**config.mk**
```make
export PLATFORM = sky130hd
export DESIGN_NAME = tmr_regbank
export DESIGN_NICKNAME = d
export VERILOG_FILES = /design/src/rtl/tmr_pkg.sv /design/src/rtl/tmr_regdec.sv /design/src/rtl/tmr_chan_regs.sv /design/src/rtl/tmr_ctrl_seq.sv /design/src/rtl/tmr_regbank.sv
export SDC_FILE = /design/constraint.sdc
export NUM_CORES = 2
export LEC_CHECK = 0
export BUFFER_PORTS_ARGS = -buffer_cell sky130_fd_sc_hd__buf_2
export CAP_MARGIN = 0
export CELL_PAD_IN_SITES_DETAIL_PLACEMENT = 1
export CELL_PAD_IN_SITES_GLOBAL_PLACEMENT = 1
export CORE_AREA = 2 2 460 462
export DETAILED_ROUTE_END_ITERATION = 8
export DIE_AREA = 0 0 462 464
export GPL_ROUTABILITY_DRIVEN = 0
export HOLD_SLACK_MARGIN = 0.15
export MAX_ROUTING_LAYER = met4
export PLACE_DENSITY = 0.46
export SLEW_MARGIN = 20
export SYNTH_ARGS = -nofsm -noshare
export SYNTH_HDL_FRONTEND = slang
export SYNTH_HIERARCHICAL = 1
export SYNTH_SLANG_ARGS = --single-unit
```
**constraint.sdc**
```tcl
create_clock -name clk -period 3 [get_ports clk]
set_clock_uncertainty 0.2 [all_clocks]
set_input_delay 0.3 -clock clk [delete_from_list [all_inputs] [get_ports clk]]
set_output_delay 0.3 -clock clk [all_outputs]
set_load 0.005 [all_outputs]
```
**src/rtl/tmr_pkg.sv**
```systemverilog
package tmr_pkg;
  localparam int unsigned FIELD_W = 4;
  localparam int unsigned CFG_W   = FIELD_W - 1;

  // field bit positions, decoded by the channel sequencer
  localparam int unsigned FB_EN    = 0;
  localparam int unsigned FB_EXT   = 1;
  localparam int unsigned FB_OVF   = 2;
  localparam int unsigned FB_PULSE = 3;

  // word index inside a channel block
  typedef enum logic [1:0] {
    W_STAT   = 2'd0,
    W_RELOAD = 2'd1,
    W_MA     = 2'd2,
    W_MB     = 2'd3
  } word_e;

  localparam int unsigned OFS_CTRL = 'h30;
  localparam int unsigned OFS_AUX  = 'h34;
  localparam int unsigned OFS_KEY  = 'h38;
  localparam int unsigned OFS_CLR  = 'h3C;

  localparam logic [7:0] KEY_OPEN = 8'hAE;
  localparam logic [7:0] KEY_SHUT = 8'hEA;

  typedef struct packed {
    logic  hit_ch;
    word_e word;
    logic  hit_ctrl;
    logic  hit_aux;
    logic  hit_key;
    logic  hit_clr;
  } dec_t;
endpackage

```
**src/rtl/tmr_regdec.sv**
```systemverilog
module tmr_regdec
  import tmr_pkg::*;
#(
  parameter int unsigned NCH    = 8,
  parameter int unsigned ADDR_W = 8,
  parameter int unsigned CHW    = 3
) (
  input  logic [ADDR_W-1:0] addr,
  output dec_t              dec,
  output logic [CHW-1:0]    ch
);
  localparam int unsigned BW = ADDR_W - 4;
  localparam logic [BW-1:0] SHARED_BLK = BW'(OFS_CTRL / 16);
  localparam logic [BW-1:0] LOW_LIMIT  = BW'(OFS_CTRL / 16);
  localparam logic [BW-1:0] TOP_BLK    = BW'(NCH);

  logic [BW-1:0] blk;
  logic          aligned;

  assign blk     = addr[ADDR_W-1:4];
  assign aligned = (addr[1:0] == 2'b00);

  always_comb begin
    dec = '0;
    dec.word = word_e'(addr[3:2]);
    ch  = '0;
    if (aligned) begin
      if (blk == SHARED_BLK) begin
        dec.hit_ctrl = (addr[3:2] == 2'd0);
        dec.hit_aux  = (addr[3:2] == 2'd1);
        dec.hit_key  = (addr[3:2] == 2'd2);
        dec.hit_clr  = (addr[3:2] == 2'd3);
      end else if (blk < LOW_LIMIT) begin
        dec.hit_ch = 1'b1;
        ch         = CHW'(blk);
      end else if (blk <= TOP_BLK) begin
        dec.hit_ch = 1'b1;
        ch         = CHW'(blk - BW'(1));
      end
    end
  end
endmodule

```
**src/rtl/tmr_chan_regs.sv**
```systemverilog
module tmr_chan_regs
  import tmr_pkg::*;
#(
  parameter int unsigned NCH = 8,
  parameter int unsigned DW  = 32,
  parameter int unsigned CHW = 3
) (
  input  logic                    clk,
  input  logic                    rst_n,
  input  logic                    wr,
  input  logic [CHW-1:0]          ch,
  input  word_e                   word,
  input  logic [DW-1:0]           wdata,
  output logic [NCH-1:0][DW-1:0]  reload_o,
  output logic [NCH-1:0][DW-1:0]  match_a_o,
  output logic [NCH-1:0][DW-1:0]  match_b_o,
  output logic [NCH-1:0]          ld_stb,
  output logic [DW-1:0]           ld_val
);
  logic [NCH-1:0] ld_d;
  logic           ldv_en;

  for (genvar c = 0; c < NCH; c++) begin : g_ch
    logic sel, rl_en, ma_en, mb_en;
    assign sel   = wr && (ch == CHW'(c));
    assign rl_en = sel && (word == W_RELOAD);
    assign ma_en = sel && (word == W_MA);
    assign mb_en = sel && (word == W_MB);
    assign ld_d[c] = sel && (word == W_STAT);

    always_ff @(posedge clk or negedge rst_n) begin
      if (!rst_n) begin
        reload_o[c]  <= '0;
        match_a_o[c] <= '0;
        match_b_o[c] <= '0;
      end else begin
        if (rl_en) reload_o[c]  <= wdata;
        if (ma_en) match_a_o[c] <= wdata;
        if (mb_en) match_b_o[c] <= wdata;
      end
    end
  end

  assign ldv_en = |ld_d;

  always_ff @(posedge clk or negedge rst_n) begin
    if (!rst_n) begin
      ld_stb <= '0;
      ld_val <= '0;
    end else begin
      ld_stb <= ld_d;
      if (ldv_en) ld_val <= wdata;
    end
  end
endmodule

```
**src/rtl/tmr_ctrl_seq.sv**
```systemverilog
module tmr_ctrl_seq
  import tmr_pkg::*;
#(
  parameter int unsigned NCH = 8
) (
  input  logic                        clk,
  input  logic                        rst_n,
  input  logic [NCH*FIELD_W-1:0]      ctrl,
  output logic [NCH-1:0]              en_o,
  output logic [NCH-1:0][CFG_W-1:0]   cfg_o
);
  for (genvar c = 0; c < NCH; c++) begin : g_seq
    logic             want_en, en_d;
    logic [CFG_W-1:0] want_cfg, cfg_d;

    assign want_en  = ctrl[c*FIELD_W + FB_EN];
    assign want_cfg = {ctrl[c*FIELD_W + FB_PULSE],
                       ctrl[c*FIELD_W + FB_OVF],
                       ctrl[c*FIELD_W + FB_EXT]};

    always_comb begin
      en_d  = en_o[c];
      cfg_d = cfg_o[c];
      if (en_o[c] && !want_en) begin
        en_d = 1'b0;                       // disable before reconfiguring
      end else begin
        cfg_d = want_cfg;
        if (!en_o[c] && want_en && (cfg_o[c] == want_cfg))
          en_d = 1'b1;                     // enable once config has settled
      end
    end

    always_ff @(posedge clk or negedge rst_n) begin
      if (!rst_n) begin
        en_o[c]  <= 1'b0;
        cfg_o[c] <= '0;
      end else begin
        en_o[c]  <= en_d;
        cfg_o[c] <= cfg_d;
      end
    end
  end
endmodule

```
**src/rtl/tmr_regbank.sv**
```systemverilog
module tmr_regbank
  import tmr_pkg::*;
#(
  parameter int unsigned NCH       = 8,
  parameter int unsigned ADDR_W    = 8,
  parameter int unsigned DW        = 32,
  parameter bit          STAT_MODE = 1'b0
) (
  input  logic                            clk,
  input  logic                            rst_n,
  input  logic                            wr_en,
  input  logic [ADDR_W-1:0]               addr,
  input  logic [DW-1:0]                   wdata,
  output logic [DW-1:0]                   rdata,
  input  logic [NCH-1:0][DW-1:0]          cnt_val,
  input  logic [NCH-1:0]                  irq_set,
  output logic [NCH-1:0]                  cnt_ld,
  output logic [DW-1:0]                   ld_val,
  output logic [NCH-1:0][DW-1:0]          reload_o,
  output logic [NCH-1:0][DW-1:0]          match_a_o,
  output logic [NCH-1:0][DW-1:0]          match_b_o,
  output logic [NCH-1:0]                  en_o,
  output logic [NCH-1:0][CFG_W-1:0]       cfg_o,
  output logic [NCH-1:0]                  irq_pend
);
  localparam int unsigned CW  = NCH * FIELD_W;
  localparam int unsigned CHW = $clog2(NCH);

  dec_t           dec;
  logic [CHW-1:0] dch;
  logic [CW-1:0]  ctrl_q, ctrl_d;
  logic           unl_q;
  logic [NCH-1:0] irq_q;
  logic           clr_ok;

  tmr_regdec #(.NCH(NCH), .ADDR_W(ADDR_W), .CHW(CHW)) u_dec (
    .addr (addr),
    .dec  (dec),
    .ch   (dch)
  );

  assign clr_ok = STAT_MODE ? 1'b1 : unl_q;

  always_comb begin
    ctrl_d = ctrl_q;
    if (wr_en && dec.hit_ctrl)
      ctrl_d = wdata[CW-1:0];
    else if (wr_en && dec.hit_clr && clr_ok)
      ctrl_d = ctrl_q & ~wdata[CW-1:0];
  end

  always_ff @(posedge clk or negedge rst_n) begin
    if (!rst_n) ctrl_q <= '0;
    else        ctrl_q <= ctrl_d;
  end

  if (STAT_MODE) begin : g_stat
    logic [NCH-1:0] irq_d, clr_mask;
    assign clr_mask = (wr_en && dec.hit_aux) ? wdata[NCH-1:0] : '0;
    assign irq_d    = (irq_q & ~clr_mask) | irq_set;
    always_ff @(posedge clk or negedge rst_n) begin
      if (!rst_n) irq_q <= '0;
      else        irq_q <= irq_d;
    end
    assign unl_q = 1'b0;
  end else begin : g_lock
    logic unl_d, unl_r, key_wr;
    logic unused_irq;
    assign key_wr = wr_en && dec.hit_key;
    always_comb begin
      unl_d = unl_r;
      if (key_wr && (wdata[8:1] == KEY_OPEN))      unl_d = 1'b1;
      else if (key_wr && (wdata[8:1] == KEY_SHUT)) unl_d = 1'b0;
    end
    always_ff @(posedge clk or negedge rst_n) begin
      if (!rst_n) unl_r <= 1'b0;
      else        unl_r <= unl_d;
    end
    assign unl_q      = unl_r;
    assign irq_q      = '0;
    assign unused_irq = ^irq_set;
  end

  tmr_chan_regs #(.NCH(NCH), .DW(DW), .CHW(CHW)) u_regs (
    .clk       (clk),
    .rst_n     (rst_n),
    .wr        (wr_en && dec.hit_ch),
    .ch        (dch),
    .word      (dec.word),
    .wdata     (wdata),
    .reload_o  (reload_o),
    .match_a_o (match_a_o),
    .match_b_o (match_b_o),
    .ld_stb    (cnt_ld),
    .ld_val    (ld_val)
  );

  tmr_ctrl_seq #(.NCH(NCH)) u_seq (
    .clk   (clk),
    .rst_n (rst_n),
    .ctrl  (ctrl_q),
    .en_o  (en_o),
    .cfg_o (cfg_o)
  );

  always_comb begin
    rdata = '0;
    if (dec.hit_ch) begin
      unique case (dec.word)
        W_STAT:   rdata = cnt_val[dch];
        W_RELOAD: rdata = reload_o[dch];
        W_MA:     rdata = match_a_o[dch];
        W_MB:     rdata = match_b_o[dch];
        default:  rdata = '0;
      endcase
    end else if (dec.hit_ctrl) begin
      rdata = DW'(ctrl_q);
    end else if (dec.hit_aux && STAT_MODE) begin
      rdata = DW'(irq_q);
    end else if (dec.hit_key && !STAT_MODE) begin
      rdata = DW'(unl_q);
    end
  end

  assign irq_pend = irq_q;
endmodule

```
==> flow_metrics.env <==
export IMPL_finalSetupViolations=33
export IMPL_violations="negative setup slack"
export IMPL_finalHoldViolations=0
export IMPL_final_nets=4968
export IMPL_timing_final_crit_share_pct=121
export IMPL_track_usage_pct=25.2
export IMPL_die_h_um=464
export IMPL_path_clk_slew_ns=0.06
export IMPL_ir_drop_uv=452
export IMPL_cp_start_kind="input pin"
export IMPL_pre_cts_slack_ns=-1.28
export IMPL_port_buffers=1170
export IMPL_fmax_ghz=0.276
export IMPL_firstDrtPassIters=5
export IMPL_setup_ws_ns=-0.630
export IMPL_fillCellCount=22777
export IMPL_wl_um=271000
export IMPL_status="finished with violations"
export IMPL_cap_violations=0
export IMPL_worst_pin_slew_ns=0.904
export IMPL_routedWlPerCell_um=35.8
export IMPL_p_per_area_nw_per_um2=495
export IMPL_grt_pass1_wl_um=357000
export IMPL_yosysWarnings=6
export IMPL_die_x_um=462
export IMPL_layout_drive_gt1_share_pct=63.6
export IMPL_grt_start_max_net_pins=92
export IMPL_fp_dieArea_um2=214000
export IMPL_place_area_um2=55400
export IMPL_min_path_type="input pin to async pin"
export IMPL_final_core_util_pct=30.2
export IMPL_critical_path_class="input pin to primary output"
export IMPL_fin_area_um2=63100
export IMPL_endpoint_kind="primary output"
export IMPL_first_iter_violations=2172
export IMPL_grt_pass1_vias=37259
export IMPL_core_um2=209000
export IMPL_syn_to_final_growth_pct=46.4
export IMPL_fp_row_count=168
export IMPL_vias=35224
export IMPL_cp_arrival_ns=3.13
export IMPL_htree_levels=3
export IMPL_path_max_fanout=7
export IMPL_leakage_nw=31.1
export IMPL_hpwl_um=199000
export IMPL_rsz0062_at_grt="yes"
export IMPL_grt_ovfl_total=0
export IMPL_cts_sinks=873
export IMPL_worstSkewPairLatency_ns=0.77
export IMPL_cts_tree="yes"
export IMPL_slew_headroom_pct=39.7
export IMPL_finalCriticalPeriod_ns=3.63
export IMPL_vias_per_cell=4.66
export IMPL_antenna_found_initial=20
export IMPL_antenna_left=0
export IMPL_max_clock_path_buffers=3
export IMPL_synth_area_um2=43100
export IMPL_cts_made_buffers=110
export IMPL_slew_viol_final=0
export IMPL_cts_root_buffer="clkbuf_16"
export IMPL_num_io_pins=1187
export IMPL_cp_required_ns=2.50
export IMPL_start_util_pct=20.6
export IMPL_synth_avg_cell_area_um2=13.8
export IMPL_drc=0
export IMPL_syn_inst=3134
## where the power goes
part           internal [mW]  leakage [nW]  total [mW]  switching [mW]
combinational           2.25          17.3        4.91            2.66
clock                   7.79          1.78        13.6            5.81
sequential              12.3          12.0        12.8           0.506
## state kept, by name (all words and copies together) (netlist names)
register and flops:
u_regs/match_b_o 256, ctrl_q 32, u_regs/match_a_o 256, u_regs/ld_stb 8
u_seq/cfg_o 24, u_regs/ld_val 32, u_seq/en_o 8, clr_ok 1
u_regs/reload_o 256
## critical path, stage by stage
cell and delay (ns):
buf_8 0.09, inv_6 0.03, ha_4 0.15, nand3b_1 0.16, nor2_2 0.06, o31a_4 0.43, buf_12 0.18, buf_16 0.14
buf_12 0.13, buf_6 0.12, mux2i_4 0.17, a22oi_2 0.17, nand2_2 0.11, o221ai_4 0.36, buf_6 0.15, a32o_2 0.23
buf_6 0.12
## final cells by class
cell class	count	area [um^2]	share of cell area, %
Antenna cell	9	22.5	0.0357
Clock buffer	174	3330	5.28
Clock inverter	27	299	0.474
Inverter	10	47.5	0.0753
Multi-Input combinational cell	1964	21200	33.6
Sequential cell	873	21800	34.6
Tap cell	2805	3510	5.56
Timing Repair Buffer	1700	12900	20.4
## worst paths after layout
kind                                  start              endpoint  slack, ns  cells after the start
min                                   rst_n  u_regs/match_b_o[96]       0.23                      3
max reg2reg                       ctrl_q[6]             ctrl_q[6]       0.88                      4
max in group asynchronous             rst_n  u_regs/match_b_o[70]       1.76                      3
max                                 addr[4]              rdata[5]      -0.63                     17
min reg2reg                u_regs/ld_val[6]      u_regs/ld_val[6]       0.29                      1
min in group clk                   wdata[1]   u_regs/match_b_o[1]       0.25                      3
## metal layers
metal	vias up	GRT usage, %	part of all wire [%]
met5	-	-	0
met4	0	7.00	3.1
met3	286	4.97	5.9
met2	1213	41.9	49
met1	19043	31.0	42
li1	14682	-	-
## layout by cell type (no fill, tap or decap), types with 57 or more instances in the layout
cell	count
buf_2	1149
dfrtp_1	873
mux2_2	722
mux2i_1	343
buf_4	241
buf_12	140
a22oi_1	139
nand2_1	127
clkbuf_16	115
mux2_4	100
mux4_2	67
buf_6	66
nand3_1	57
## per-stage QoR
step / total power [mW] / hold slack [ns] / TNS [ns] / instances
3_3_place_gp: 17.3 / 0.159 / -289.83 / 7188
6_report: 31.3 / 0.235 / -16.31 / 7562
3_5_place_dp: 17.3 / 0.164 / -234.32 / 7188
5_1_grt: 32.4 / 0.213 / -18.53 / 7559
4_1_cts: 31.6 / 0.162 / -17.50 / 7526
2_1_floorplan: 14.5 / -0.196 / 0 / 3141
## repair_timing
action / 4_1_cts / 5_1_grt
gates resized for setup: 362 / 135
pin swaps: 97 / 70
gates cloned: 23 / 4
hold buffers: 49 / 0
setup buffers: 73 / 36
setup endpoints to repair: 32 / 33
hold endpoints to repair: 1702 / 0
Power figures use the tool's default switching activity.
